### config.mk
export PLATFORM = sky130hd
export DESIGN_NAME = cart_bank_map
export DESIGN_NICKNAME = d
export VERILOG_FILES = /design/src/rtl/cbm_pkg.sv /design/src/rtl/cbm_regs.sv /design/src/rtl/cbm_xlate.sv /design/src/rtl/cart_bank_map.sv
export SDC_FILE = /design/constraint.sdc
export NUM_CORES = 1
export LEC_CHECK = 0
export BUFFER_PORTS_ARGS = -buffer_cell sky130_fd_sc_hd__buf_2
export CAP_MARGIN = 20
export CORE_ASPECT_RATIO = 1.5
export CORE_MARGIN = 2
export CORE_UTILIZATION = 38
export CTS_CLUSTER_DIAMETER = 200
export DETAILED_ROUTE_END_ITERATION = 10
export MAX_ROUTING_LAYER = met4
export PLACE_DENSITY = 0.6
export SLEW_MARGIN = 10
export SYNTH_ARGS = -nofsm -noshare
export SYNTH_HDL_FRONTEND = slang
export SYNTH_HIERARCHICAL = 1
export SYNTH_SLANG_ARGS = --single-unit
### constraint.sdc
create_clock -name clk -period 4.75 [get_ports clk]
set_input_delay 0 -clock clk [delete_from_list [all_inputs] [get_ports clk]]
set_output_delay 0 -clock clk [all_outputs]
set_load 0.03 [all_outputs]
### src/rtl/cbm_pkg.sv
package cbm_pkg;

  localparam int NUM_BANKS = 4;

  typedef enum logic [1:0] {
    TGT_NONE = 2'd0,
    TGT_ROM  = 2'd1,
    TGT_SRAM = 2'd2,
    TGT_BOOT = 2'd3
  } tgt_e;

  localparam logic [7:0] OPEN_BUS_VAL = 8'h90;
  localparam logic [7:0] BANK0_TAG    = 8'h20;

  // Decide where a segment goes. Segment 0 is untranslated, segment 1 is
  // SRAM when fitted, the top segment belongs to the boot overlay until
  // the lock is set, everything else is ROM.
  function automatic tgt_e classify(input int unsigned seg,
                                    input int unsigned top_seg,
                                    input logic        sram_en,
                                    input logic        locked);
    tgt_e t;
    if (seg == 0)                       t = TGT_NONE;
    else if (seg == 1)                  t = sram_en ? TGT_SRAM : TGT_NONE;
    else if (seg == top_seg && !locked) t = TGT_BOOT;
    else                                t = TGT_ROM;
    return t;
  endfunction

endpackage

### src/rtl/cbm_regs.sv
module cbm_regs
  import cbm_pkg::*;
#(
  parameter int                IO_AW          = 8,
  parameter int                BANK_W         = 8,
  parameter logic [IO_AW-1:0]  PORT_BANK_BASE = 8'hC0,
  parameter logic [IO_AW-1:0]  PORT_CTL       = 8'hA0
) (
  input  logic                              clk,
  input  logic                              rst,
  input  logic [IO_AW-1:0]                  io_addr,
  input  logic                              io_wr,
  input  logic [BANK_W-1:0]                 io_wdata,
  input  logic                              io_rd,
  output logic [BANK_W-1:0]                 io_rdata,
  output logic [NUM_BANKS-1:0][BANK_W-1:0]  bank_q,
  output logic                              lock_q
);

  localparam logic [BANK_W-1:0] TAG_BITS = BANK_W'(BANK0_TAG);
  localparam logic [BANK_W-1:0] OPEN_BUS = BANK_W'(OPEN_BUS_VAL);

  logic [BANK_W-1:0] ctl_q;
  logic [BANK_W-1:0] rd_val;
  logic              any_hit;

  // One register per bank, each decoding its own port.
  for (genvar g = 0; g < NUM_BANKS; g++) begin : g_bank
    localparam logic [IO_AW-1:0] MY_PORT = IO_AW'(PORT_BANK_BASE + g);
    logic [BANK_W-1:0] r;
    always_ff @(posedge clk) begin
      if (rst)                             r <= '1;
      else if (io_wr && io_addr == MY_PORT) r <= io_wdata;
    end
    assign bank_q[g] = r;
  end

  // Control register: bit 0 can only be set, never cleared by software.
  always_ff @(posedge clk) begin
    if (rst) begin
      ctl_q <= '0;
    end else if (io_wr && io_addr == PORT_CTL) begin
      ctl_q <= {io_wdata[BANK_W-1:1], io_wdata[0] | ctl_q[0]};
    end
  end

  assign lock_q = ctl_q[0];

  always_comb begin
    rd_val  = OPEN_BUS;
    any_hit = 1'b0;
    if (io_addr == PORT_CTL) begin
      rd_val  = {1'b1, ctl_q[BANK_W-2:0]};
      any_hit = 1'b1;
    end
    for (int i = 0; i < NUM_BANKS; i++) begin
      if (io_addr == IO_AW'(PORT_BANK_BASE + i)) begin
        any_hit = 1'b1;
        if (i == 0) rd_val = TAG_BITS | BANK_W'(bank_q[0][3:0]);
        else        rd_val = bank_q[i];
      end
    end
  end

  always_ff @(posedge clk) begin
    if (rst)        io_rdata <= '0;
    else if (io_rd) io_rdata <= rd_val;
  end

  assert_lock_sticky_R6: assert property (@(posedge clk) disable iff (rst)
    lock_q |=> lock_q);

  assert_ctl_handshake_R7: assert property (@(posedge clk) disable iff (rst)
    (io_rd && io_addr == PORT_CTL) |=> io_rdata[BANK_W-1]);

  assert_open_bus_R10: assert property (@(posedge clk) disable iff (rst)
    (io_rd && !any_hit) |=> io_rdata == OPEN_BUS);

  assert_rdata_hold_R11: assert property (@(posedge clk) disable iff (rst)
    !io_rd |=> $stable(io_rdata));

endmodule

### src/rtl/cbm_xlate.sv
module cbm_xlate
  import cbm_pkg::*;
#(
  parameter int SEG_W  = 4,
  parameter int OFF_W  = 16,
  parameter int BANK_W = 8
) (
  input  logic                              clk,
  input  logic                              rst,
  input  logic [SEG_W+OFF_W-1:0]            cpu_addr,
  input  logic [NUM_BANKS-1:0][BANK_W-1:0]  bank_q,
  input  logic                              lock_q,
  input  logic                              sram_present,
  input  logic [BANK_W+SEG_W-1:0]           rom_mask,
  input  logic [BANK_W-1:0]                 sram_mask,
  output logic [BANK_W+SEG_W+OFF_W-1:0]     lin_addr,
  output logic                              sel_rom,
  output logic                              sel_sram,
  output logic                              overlay_active
);

  localparam int ADDR_W     = SEG_W + OFF_W;
  localparam int ROM_BANK_W = BANK_W + SEG_W;
  localparam int LIN_W      = ROM_BANK_W + OFF_W;
  localparam int TOP_SEG    = (1 << SEG_W) - 1;

  logic [SEG_W-1:0]      seg;
  logic [OFF_W-1:0]      off;
  tgt_e                  tgt;
  logic [ROM_BANK_W-1:0] rom_raw;
  logic [BANK_W-1:0]     sram_bank;

  assign seg = cpu_addr[ADDR_W-1 -: SEG_W];
  assign off = cpu_addr[OFF_W-1:0];

  always_comb begin
    tgt = classify(32'(seg), TOP_SEG, sram_present, lock_q);
    case (seg)
      SEG_W'(2): rom_raw = ROM_BANK_W'(bank_q[2]);
      SEG_W'(3): rom_raw = ROM_BANK_W'(bank_q[3]);
      default:   rom_raw = {bank_q[0], seg};
    endcase
    sram_bank = bank_q[1] & sram_mask;
  end

  always_ff @(posedge clk) begin
    if (rst) begin
      lin_addr       <= '0;
      sel_rom        <= 1'b0;
      sel_sram       <= 1'b0;
      overlay_active <= 1'b0;
    end else begin
      lin_addr       <= '0;
      sel_rom        <= 1'b0;
      sel_sram       <= 1'b0;
      overlay_active <= 1'b0;
      case (tgt)
        TGT_ROM: begin
          sel_rom  <= 1'b1;
          lin_addr <= {rom_raw & rom_mask, off};
        end
        TGT_SRAM: begin
          sel_sram <= 1'b1;
          lin_addr <= LIN_W'({sram_bank, off});
        end
        TGT_BOOT: overlay_active <= 1'b1;
        default: ;
      endcase
    end
  end

  assert_sel_onehot_R8: assert property (@(posedge clk) disable iff (rst)
    $onehot0({sel_rom, sel_sram, overlay_active}));

  assert_seg0_quiet_R5: assert property (@(posedge clk) disable iff (rst)
    (seg == '0) |=> (!sel_rom && !sel_sram && !overlay_active && lin_addr == '0));

  assert_overlay_R8: assert property (@(posedge clk) disable iff (rst)
    (seg == SEG_W'(TOP_SEG) && !lock_q) |=> (overlay_active && !sel_rom));

  assert_sram_gate_R3: assert property (@(posedge clk) disable iff (rst)
    (seg == SEG_W'(1) && !sram_present) |=> !sel_sram);

endmodule

### src/rtl/cart_bank_map.sv
module cart_bank_map
  import cbm_pkg::*;
#(
  parameter int               SEG_W          = 4,
  parameter int               OFF_W          = 16,
  parameter int               BANK_W         = 8,
  parameter int               IO_AW          = 8,
  parameter logic [IO_AW-1:0] PORT_BANK_BASE = 8'hC0,
  parameter logic [IO_AW-1:0] PORT_CTL       = 8'hA0
) (
  input  logic                              clk,
  input  logic                              rst,
  input  logic [SEG_W+OFF_W-1:0]            cpu_addr,
  input  logic [IO_AW-1:0]                  io_addr,
  input  logic                              io_wr,
  input  logic [BANK_W-1:0]                 io_wdata,
  input  logic                              io_rd,
  output logic [BANK_W-1:0]                 io_rdata,
  input  logic [BANK_W+SEG_W-1:0]           rom_mask,
  input  logic [BANK_W-1:0]                 sram_mask,
  input  logic                              sram_present,
  output logic [BANK_W+SEG_W+OFF_W-1:0]     lin_addr,
  output logic                              sel_rom,
  output logic                              sel_sram,
  output logic                              overlay_active
);

  logic [NUM_BANKS-1:0][BANK_W-1:0] bank_q;
  logic                             lock_q;

  cbm_regs #(
    .IO_AW          (IO_AW),
    .BANK_W         (BANK_W),
    .PORT_BANK_BASE (PORT_BANK_BASE),
    .PORT_CTL       (PORT_CTL)
  ) u_regs (
    .clk      (clk),
    .rst      (rst),
    .io_addr  (io_addr),
    .io_wr    (io_wr),
    .io_wdata (io_wdata),
    .io_rd    (io_rd),
    .io_rdata (io_rdata),
    .bank_q   (bank_q),
    .lock_q   (lock_q)
  );

  cbm_xlate #(
    .SEG_W  (SEG_W),
    .OFF_W  (OFF_W),
    .BANK_W (BANK_W)
  ) u_xlate (
    .clk            (clk),
    .rst            (rst),
    .cpu_addr       (cpu_addr),
    .bank_q         (bank_q),
    .lock_q         (lock_q),
    .sram_present   (sram_present),
    .rom_mask       (rom_mask),
    .sram_mask      (sram_mask),
    .lin_addr       (lin_addr),
    .sel_rom        (sel_rom),
    .sel_sram       (sel_sram),
    .overlay_active (overlay_active)
  );

endmodule

==> results of run 1 <==
synthesized netlist by cell type (all sizes together), types with 6 or more instances:
library cell | number | share of area (%)
a211o | 32 | 8.3
a21oi | 10 | 1.5
and2 | 17 | 3.2
buf | 9 | 2.4
clkbuf | 10 | 1.1
dfxtp | 78 | 46
mux2i | 11 | 3.3
nand2 | 31 | 3.4
nand3 | 11 | 1.6
nor2 | 9 | 1.1
nor2b | 42 | 7.8
o32ai | 6 | 1.6
layout by cell type (no fill, tap or decap), types with 5 or more instances in the layout:
master | Yosys | routed
dlygate4sd3_1 | 0 | 44
a211oi_1 | 5 | 5
o22ai_1 | 5 | 5
nand3_1 | 11 | 11
mux2_2 | 5 | 5
dfxtp_1 | 78 | 78
clkbuf_16 | 0 | 9
and2_1 | 16 | 16
nor2b_1 | 42 | 42
mux2i_1 | 11 | 11
a21oi_1 | 10 | 10
a211o_1 | 32 | 32
and3_1 | 5 | 5
nand2_1 | 31 | 31
buf_2 | 1 | 99
nor2_1 | 8 | 8
o32ai_1 | 6 | 6
through the flow:
step | setup WS (ns) | cells
finish | 2.30 | 590
global placement | 2.63 | 530
detailed placement | 2.53 | 530
global route | 2.15 | 590
floorplan | 2.90 | 340
CTS | 2.33 | 589
report_power, final:
| group | leakage [nW] | switching [mW] | total (mW) | internal [mW] |
|---|---|---|---|---|
| Combinational | 1.10 | 0.109 | 0.187 | 0.0789 |
| Sequential | 0.636 | 0.00530 | 0.678 | 0.673 |
| Clock | 0.136 | 0.267 | 0.675 | 0.408 |
| Total | 1.88 | 0.381 | 1.54 | 1.16 |
registers in the layout (all words and copies together) (netlist names):
signal / count
u_regs/ctl_q: 7
u_xlate/overlay_active: 1
u_xlate/lin_addr: 28
u_regs/g_bank.r: 32
u_xlate/sel_rom: 1
u_regs/io_rdata: 8
u_xlate/sel_sram: 1
worst max-delay path, cell delays in order, from the launching register on:
cell,delay [ns]
dfxtp_1,0.39
nor2b_1,0.07
a32o_1,0.26
nand2_1,0.07
ha_1,0.27
nor3b_2,0.41
nand2_1,0.11
o31ai_1,0.24
dlygate4sd3_1,0.58
cell families after synthesis:
logic type | after synthesis | share of synthesized area, %
DFF | 78 | 46.1
AOI/OAI and AO/OA | 76 | 17.4
and+or+nand+nor | 143 | 26.2
muxes | 16 | 4.91
buffers and inverters | 23 | 3.92
adders and majority gates | 4 | 1.48
cell type report:
type / count / area share [%]
clock buffer: 11 / 5.02
clock inverter: 5 / 1.27
inverter: 4 / 0.324
multi-input combinational: 239 / 36.5
sequential: 78 / 33.7
tap: 110 / 2.97
timing repair buffer: 143 / 20.2
repair_timing:
action,in CTS,in global routing
buffers inserted,0,0
hold buffers,43,1
endpoints found under the hold margin,65,1
path summary, 6_finish.rpt:
check                                     start              endpoint  slack (ns)  cells past startpoint
worst min register to register  u_regs/ctl_q[6]       u_regs/ctl_q[6]        0.46                      2
worst min-delay path               cpu_addr[19]  u_xlate/lin_addr[17]        0.03                      3
worst max-delay path            u_regs/ctl_q[0]  u_xlate/lin_addr[16]        2.30                      8
worst max register to register  u_regs/ctl_q[0]  u_xlate/lin_addr[16]        2.30                      8
layer usage:
layer  global-route usage (%)  vias to the layer above
met4                     8.90                        0
met5                        -                        -
li1                         -                     1501
met1                     23.6                     1453
met2                     34.3                       92
met3                     3.98                       13
==> results.tsv, run 1 <==
stage	metric	value	unit
final_layout	area grow syn2layout	36.8	%
detailed_routing	Routed WL	9330	um
synthesis	synthesized area	3390	sq um
worst_setup_path	critical path class	reg2reg	
floorplan	Die Wd	81.1	um
outcome	status	completed	
detailed_routing	total iterations of the first detailed-routing run	4	
synthesis	post-synth net total	405	
synthesis	synth warn	6	
clocking	CTS tree	built	
floorplan	Die Y	120	um
run	MaxCap Viol Count	0	
place	I/O Buffers	99	
clocking	Clk Latency, worst-skew pair	0.34	ns
sta	Max Freq	408	MHz
clocking	Clock Pin Slew Worst Setup and Hold Paths	0.06	ns
floorplan	Core Area	8720	sq um
power	Cell Pwr Density	332	nW/um^2
global_routing	largest net degree at the start of global routing	55	
final_layout	ant diodes	0	
detailed_routing	routed len/inst	15.8	um
detailed_routing	max layer used	met4	
place	post-DP HPWL	6330	um
sta	Final Cycle Share	51.6	%
detailed_routing	met2 routed WL	5000	um
sta	RSZ-0062 raised after global routing	false	
clocking	cts repair resizes	0	
clocking	maximum clock path buffer count	2	
detailed_routing	Routed Antenna Nets	0	
detailed_routing	Vias/cell	5.18	
final_layout	nets@finish	540	
sta	Least-Margin Pin Slew	1.02	ns
detailed_routing	met3 wire len	445	um
clocking	CTS buffer count	9	
place	Placed Instance Area	3900	sq um
clocking	CTS Root Buffer Type	clkbuf_16	
worst_setup_path	WP data arrival	2.73	ns
global_routing	GRT Total Usage	20.5	%
global_routing	grt ovf	0	
floorplan	I/O pin cnt	100	
detailed_routing	routed metal-1 wirelength	3700	um
global_routing	vias in the first global route	2959	
sta	Final Hold Slack	0.0337	ns
floorplan	row count	42	
worst_setup_path	worst-path maximum fanout	7	
clocking	clock sinks	78	
floorplan	full die area	9700	sq um
sta	Hold Vio Cnt, Final	0	
worst_setup_path	CP Launch Type	flip-flop	
floorplan	Initial Utilization	38.8	%
final_layout	area of the multi-input gates	1690	sq um
sta	Final min period	2.45	ns
final_layout	share of layout cells above drive strength 1	27.5	%
synthesis	Top FF cell, synth	dfxtp_1	
final_layout	final instance area	4630	sq um
final_layout	Filler cells	841	
clocking	H-tree Lvls	3	
place	GP Congestion	0.909	
synthesis	asr flop ratio synth	0	%
sta	Final setup violation count	0	
power	Tot Pwr	1.54	mW
global_routing	initial antenna violation count	0	
synthesis	average cell area after synthesis	9.96	sq um
detailed_routing	Vias	3059	
hold_path	HP Class	in2reg	
detailed_routing	drc violations	0	
synthesis	EDFF count, synth	0	
final_layout	final core utilization	53.1	%
sta	Final Slew Violations	0	
global_routing	global-route wire length before repair	14800	um
detailed_routing	1st-iter DRT viols	203	
sta	Setup Total Neg Slack	0	ns
sta	clk_skew	0.00470	ns
synthesis	sequential-to-total area share from yosys stat	46.1	%
final_layout	Seq. cell area	1560	sq um
synthesis	Post-Synthesis Cells	340	
power	Peak supply drop	210	uV
power	Leak Pwr	1.88	nW
synthesis	unique cell type count in the Yosys netlist	50	
synthesis	FF+latch count, synth	78	
sta	Worst slew margin	31.9	%
worst_setup_path	Req. time, crit path	5.03	ns
worst_setup_path	Critical Path End Type	flip-flop	
Power figures use the tool's default switching activity.
==> inputs of run 2 (changes only) <==
--- a/config.mk
+++ b/config.mk
@@ -5,6 +5,7 @@
 export SDC_FILE = /design/constraint.sdc
 export NUM_CORES = 1
 export LEC_CHECK = 0
+export ABC_AREA = 1
 export BUFFER_PORTS_ARGS = -buffer_cell sky130_fd_sc_hd__buf_2
 export CAP_MARGIN = 20
 export CORE_ASPECT_RATIO = 1.5
@@ -13,7 +14,7 @@
 export CTS_CLUSTER_DIAMETER = 200
 export DETAILED_ROUTE_END_ITERATION = 10
 export MAX_ROUTING_LAYER = met4
-export PLACE_DENSITY = 0.6
+export PLACE_DENSITY = 0.62
 export SLEW_MARGIN = 10
 export SYNTH_ARGS = -nofsm -noshare
 export SYNTH_HDL_FRONTEND = slang
==> constraint.sdc (replaced) <==
create_clock -name clk -period 1.97 [get_ports clk]
set_input_delay 0 -clock clk [delete_from_list [all_inputs] [get_ports clk]]
set_output_delay 0 -clock clk [all_outputs]
set_load 0.03 [all_outputs]
==> run 2 against run 1 <==
  * Clock skew rose by 0.00061 ns
  * Die area rose by 4.2%
  * Setup slack got worse by 2.1 ns
  * Power rose to 2.6 times the previous value
  * Critical endpoint is now u_xlate/lin_addr[12]
  * Largest cell class unchanged
  * Highest routed layer unchanged
==> results.tsv, run 2 <==
stage	metric	value	unit
synthesis	top-count cell post-synth	nand2_1	
sta	Final min period	1.77	ns
final_layout	share of layout cells above drive strength 1	27.8	%
worst_setup_path	Slowest-stage cell, CP	dfxtp_1	
worst_setup_path	Req. time, crit path	2.22	ns
sta	Worst slew margin	63.5	%
clocking	CTS Root Buffer Type	clkbuf_16	
worst_setup_path	worst-path maximum fanout	8	
synthesis	asr flop ratio synth	0	%
clocking	H-tree Lvls	3	
clocking	maximum clock path buffer count	2	
clocking	clock sinks	78	
synthesis	Top FF cell, synth	dfxtp_1	
power	Net Sw Power	0.975	mW
sta	Final setup violation count	0	
detailed_routing	Vias	3448	
floorplan	I/O pin cnt	100	
worst_setup_path	CP bufs+invs	2	
global_routing	largest net degree at the start of global routing	26	
detailed_routing	drc violations	0	
floorplan	Die Y	122	um
clocking	CTS tree	built	
floorplan	row count	43	
sta	final worst slack	0.203	ns
power	Leak Pwr	2.46	nW
synthesis	synthesized area	3540	sq um
final_layout	ant diodes	0	
synthesis	Yosys top cell by area	dfxtp_1	
synthesis	EDFF count, synth	0	
power	Clk pwr share	47.2	%
detailed_routing	1st-iter DRT viols	195	
worst_setup_path	Critical Path End Type	flip-flop	
clocking	Clk Latency, worst-skew pair	0.34	ns
sta	Final Slew Violations	0	
synthesis	synth top area cells	dfxtp_1, nand2_1, nand3_1	
worst_setup_path	WP data arrival	2.02	ns
outcome	status	completed	
synthesis	post-synthesis mux area share	0	%
sta	Setup Total Neg Slack	0	ns
worst_setup_path	CP delay by family, top	simple AND/OR/NAND/NOR gates	
global_routing	grt ovf	0	
detailed_routing	Routed WL	10700	um
synthesis	sequential-to-total area share from yosys stat	44.2	%
place	I/O Buffers	99	
worst_setup_path	worst stage delay on the critical path	0.33	ns
place	post-DP HPWL	7780	um
worst_setup_path	CP Launch Type	flip-flop	
detailed_routing	routed len/inst	14.9	um
final_layout	nets@finish	665	
sta	Max Freq	566	MHz
place	Setup WS pre-CTS	0.130	ns
power	Sw Share	24.2	%
global_routing	GRT Total Usage	23.1	%
synthesis	post-synth net total	521	
final_layout	area grow syn2layout	37.4	%
clocking	CTS buffer count	9	
hold_path	HP Class	in2reg	
synthesis	top cells by count, synth	nand2_1, dfxtp_1, nand3_1	
sta	Final Cycle Share	89.7	%
sta	Final Hold Slack	0.00802	ns
synthesis	Post-Synth Simple-Gate Area	35.7	%
final_layout	biggest regs	u_regs/g_bank.r (32), u_xlate/lin_addr (28), u_regs/io_rdata (8)	
sta	Hold Vio Cnt, Final	0	
power	Int Power	3.05	mW
synthesis	Post-Synth Adder-Cell Area	1.42	%
detailed_routing	total iterations of the first detailed-routing run	5	
sta	clk_skew	0.00531	ns
floorplan	Core Area	9150	sq um
final_layout	max FFs per register	32	
final_layout	leading cell type in the layout, fill and taps excluded	nand2_1	
synthesis	largest family of logic cells by synthesized area	simple AND/OR/NAND/NOR gates	
synthesis	synth warn	6	
synthesis	unique cell type count in the Yosys netlist	32	
global_routing	initial antenna violation count	0	
power	Comb power frac	12.2	%
synthesis	Compound-Gate Fraction of Synth Area	9.91	%
place	GP Congestion	0.852	
sta	Least-Margin Pin Slew	0.547	ns
floorplan	full die area	10100	sq um
sta	RSZ-0062 raised after global routing	false	
synthesis	average cell area after synthesis	7.75	sq um
synthesis	post-synth top area share	44.2	%
global_routing	vias in the first global route	3409	
final_layout	commonest non-fill, non-tap cells in the layout	nand2_1, buf_2, dfxtp_1	
power	Peak supply drop	629	uV
synthesis	Post-Synthesis Cells	456	
floorplan	Initial Utilization	38.7	%
detailed_routing	Vias/cell	4.81	
final_layout	register with the most flip-flops	u_regs/g_bank.r	
worst_setup_path	critical path class	reg2reg	
place	Placed Instances	663	
run	MaxCap Viol Count	0	
final_layout	final cell count without fillers	717	
floorplan	Die Wd	82.8	um
clocking	Clock Pin Slew Worst Setup and Hold Paths	0.06	ns
synthesis	FF+latch count, synth	78	
power	Seq pwr share	40.6	%
synthesis	xor and xnor area share after synthesis	0	%
power	Tot Pwr	4.03	mW
global_routing	global-route wire length before repair	16700	um
worst_setup_path	worst-path cell chain	nor2_1 > nand3_1 > nand2_1 > inv_1 > ha_1 > or2_4 > buf_4 > nor3b_1	
power	Cell Pwr Density	829	nW/um^2
detailed_routing	Routed Antenna Nets	0	
run 2: worst paths after layout:
kind / from / endpoint / slack (ns) / cells after the start
setup reg to reg: u_regs/ctl_q[0] / u_xlate/lin_addr[12] / 0.20 / 8
hold reg to reg: u_regs/g_bank[0].r[4] / u_xlate/lin_addr[24] / 0.44 / 2
setup / recovery: u_regs/ctl_q[0] / u_xlate/lin_addr[12] / 0.20 / 8
hold / removal: rom_mask[0] / u_xlate/lin_addr[16] / 0.008 / 5
run 2: logic make-up after synthesis:
group / Yosys count
flops: 78
fa+ha+maj: 4
simple gates: 243
compound gates: 65
buf+inv: 66
run 2: per-stage QoR:
stage | area [sq um] | utilization [%]
2_1_floorplan | 3540 | -
3_3_place_gp | 4140 | 45.2
3_5_place_dp | 4140 | 45.2
4_1_cts | 4860 | 53.1
5_1_grt | 4860 | 53.1
6_report | 4860 | 53.1
run 2: routing by layer:
metal | track usage [%] | wire [um] | vias up
met2 | 39.3 | 5540 | 115
met4 | 13.2 | 320 | 0
met3 | 4.07 | 557 | 19
met1 | 24.6 | 4240 | 1542
met5 | - | 0 | -
li1 | - | - | 1772
run 2: repair_timing:
action,4_1_cts,5_1_grt
resized for setup,0,1
endpoints found under the hold margin,56,0
setup buffers,0,0
hold buffers,38,0
endpoints found under the setup margin,0,3
run 2: final cells by class:
class | count | area [sq um]
inverters | 51 | 194
well taps | 112 | 140
fillers | 882 | 4290
clock buffers | 10 | 229
repair buffers | 148 | 958
clock inverters | 6 | 110
multi-input cells | 312 | 1670
flip-flops and latches | 78 | 1560
run 2: power groups by stage:
stage,logic (mW),registers [mW],clock network [mW]
2_1_floorplan,0.181,1.75,0
3_3_place_gp,0.423,1.67,0
3_5_place_dp,0.429,1.67,0
4_1_cts,0.489,1.63,1.93
5_1_grt,0.539,1.64,2.00
6_report,0.492,1.63,1.90
run 2: worst min-delay path: cells and delay by family:
family / cells / cell delay (ns)
and+or+nand+nor: 2 / 0.11
AOI/OAI and AO/OA: 2 / 0.09
buffers and inverters: 1 / 0.10
==> inputs of run 3 (changes only) <==
--- a/config.mk
+++ b/config.mk
@@ -11,6 +11,7 @@
 export CORE_ASPECT_RATIO = 1.5
 export CORE_MARGIN = 2
 export CORE_UTILIZATION = 38
+export CTS_BUF_LIST = sky130_fd_sc_hd__clkbuf_16
 export CTS_CLUSTER_DIAMETER = 200
 export DETAILED_ROUTE_END_ITERATION = 10
 export MAX_ROUTING_LAYER = met4
==> run 3 against run 2 <==
  * Global-route usage unchanged
  * Clock power barely moved
  * Via count increased by 0.29%
  * Setup slack improved by 0.0017 ns
==> results.tsv, run 3 (synthesis gave the netlist of run 2 again) <==
stage	metric	value	unit
outcome	status	completed	
place	GP Congestion	0.852	
place	Setup WS pre-CTS	0.130	ns
final_layout	register with the most flip-flops	u_regs/g_bank.r	
sta	clk_skew	0.00554	ns
clocking	clock sinks	78	
worst_setup_path	worst-path cell chain	nor2_1 > nand3_1 > nand2_1 > inv_1 > ha_1 > or2_4 > buf_4 > nor3b_1	
worst_setup_path	Req. time, crit path	2.22	ns
floorplan	Initial Utilization	38.7	%
final_layout	Filler cells	882	
global_routing	GRT busiest layer	met2	
run	MaxCap Viol Count	0	
detailed_routing	routed len/inst	14.8	um
detailed_routing	1st-iter DRT viols	182	
floorplan	Die Wd	82.8	um
global_routing	global routing usage on met1	24.6	%
worst_setup_path	worst-path maximum fanout	8	
detailed_routing	Vias/cell	4.82	
floorplan	full die area	10100	sq um
final_layout	ant diodes	0	
clocking	CTS tree	built	
detailed_routing	Vias	3458	
clocking	Clk Latency, worst-skew pair	0.34	ns
clocking	Post-CTS Setup Bufs	0	
global_routing	met2 GRT Util	39.3	%
power	Peak supply drop	629	uV
place	I/O Buffers	99	
hold_path	HP Class	in2reg	
detailed_routing	Routed Antenna Nets	0	
worst_setup_path	Critical Path End Type	flip-flop	
worst_setup_path	CP bufs+invs	2	
final_layout	commonest non-fill, non-tap cells in the layout	nand2_1, buf_2, dfxtp_1	
global_routing	largest net degree at the start of global routing	26	
power	Leak Pwr	2.46	nW
global_routing	met3 usage	4.07	%
global_routing	initial antenna violation count	0	
sta	Max Freq	566	MHz
sta	Final Hold Slack	0.00993	ns
final_layout	area of the multi-input gates	1670	sq um
place	post-DP HPWL	7780	um
worst_setup_path	CP Launch Type	flip-flop	
floorplan	I/O pin cnt	100	
sta	Final setup violation count	0	
global_routing	vias in the first global route	3409	
detailed_routing	Routed WL	10600	um
sta	Final min period	1.77	ns
final_layout	area grow syn2layout	37.4	%
final_layout	nets@finish	665	
power	Cell Pwr Density	828	nW/um^2
clocking	Clock Pin Slew Worst Setup and Hold Paths	0.06	ns
clocking	CTS buffer count	9	
worst_setup_path	WP data arrival	2.01	ns
final_layout	share of layout cells above drive strength 1	27.8	%
clocking	maximum clock path buffer count	2	
sta	final worst slack	0.205	ns
floorplan	Die Y	122	um
sta	Final Slew Violations	0	
global_routing	global-route wire length before repair	16700	um
clocking	CTS Root Buffer Type	clkbuf_16	
sta	Least-Margin Pin Slew	0.540	ns
sta	RSZ-0062 raised after global routing	false	
sta	Setup Total Neg Slack	0	ns
sta	Hold Vio Cnt, Final	0	
worst_setup_path	Slowest-stage cell, CP	dfxtp_1	
final_layout	Seq. cell area	1560	sq um
final_layout	leading cell type in the layout, fill and taps excluded	nand2_1	
floorplan	row count	43	
floorplan	Core Area	9150	sq um
final_layout	max FFs per register	32	
detailed_routing	total iterations of the first detailed-routing run	5	
sta	Final Cycle Share	89.6	%
sta	Worst slew margin	64.0	%
clocking	H-tree Lvls	3	
final_layout	biggest regs	u_regs/g_bank.r (32), u_xlate/lin_addr (28), u_regs/io_rdata (8)	
worst_setup_path	worst stage delay on the critical path	0.33	ns
worst_setup_path	critical path class	reg2reg	
global_routing	grt ovf	0	
detailed_routing	drc violations	0	
worst_setup_path	CP delay by family, top	simple AND/OR/NAND/NOR gates	
global_routing	GRT Total Usage	23.1	%
==> run 3: final cells by class <==
| class | count | share of cell area [%] |
|---|---|---|
| Multi-Input combinational cell | 312 | 34.3 |
| Sequential cell | 78 | 32.1 |
| Timing Repair Buffer | 148 | 19.7 |
| Clock buffer | 9 | 4.64 |
| Inverter | 51 | 3.99 |
| Tap cell | 112 | 2.88 |
| Clock inverter | 7 | 2.34 |
==> run 3: final timing paths <==
| kind | startpoint | endpoint | slack [ns] | depth (start not counted) |
|---|---|---|---|---|
| min | rom_mask[0] | u_xlate/lin_addr[16] | 0.01 | 5 |
| min reg2reg | u_regs/g_bank[0].r[4] | u_xlate/lin_addr[24] | 0.44 | 2 |
| max | u_regs/ctl_q[0] | u_xlate/lin_addr[12] | 0.20 | 8 |
| max reg2reg | u_regs/ctl_q[0] | u_xlate/lin_addr[12] | 0.20 | 8 |
==> run 3: power breakdown <==
part	switching (mW)	internal, mW	total, mW
registers	0.0133	1.62	1.63
clock network	0.666	1.23	1.90
logic	0.295	0.197	0.492
==> run 3: through the flow <==
| stage | power (mW) | utilization, % | cell area (sq um) | std cells |
|---|---|---|---|---|
| 6_report | 4.02 | 53.1 | 4860 | 717 |
| 5_1_grt | 4.17 | 53.1 | 4860 | 717 |
| 4_1_cts | 4.05 | 53.1 | 4860 | 717 |
| 3_5_place_dp | 2.10 | 45.2 | 4140 | 663 |
| 3_3_place_gp | 2.09 | 45.2 | 4140 | 663 |
| 2_1_floorplan | 1.93 | - | 3540 | 456 |
==> run 3: repair_timing <==
action                                 4_1_cts  5_1_grt
setup endpoints to repair                    0        3
gates resized for setup                      0        1
hold buffers                                38        0
endpoints found under the hold margin       56        0
==> run 3: worst reg2reg max path, delay by kind of cell, from the launching register on <==
| family | cells | cell delay (ns) |
|---|---|---|
| adders and majority gates | 1 | 0.29 |
| buffers and inverters | 2 | 0.24 |
| DFF | 1 | 0.33 |
| and+or+nand+nor | 5 | 0.82 |
==> run 3: metal layers <==
| layer | vias up | share of wire [%] | wire, um |
|---|---|---|---|
| met2 | 120 | 51 | 5470 |
| li1 | 1772 | - | - |
| met1 | 1544 | 39 | 4180 |
| met3 | 22 | 5.6 | 591 |
| met4 | 0 | 3.6 | 383 |
| met5 | - | 0 | 0 |
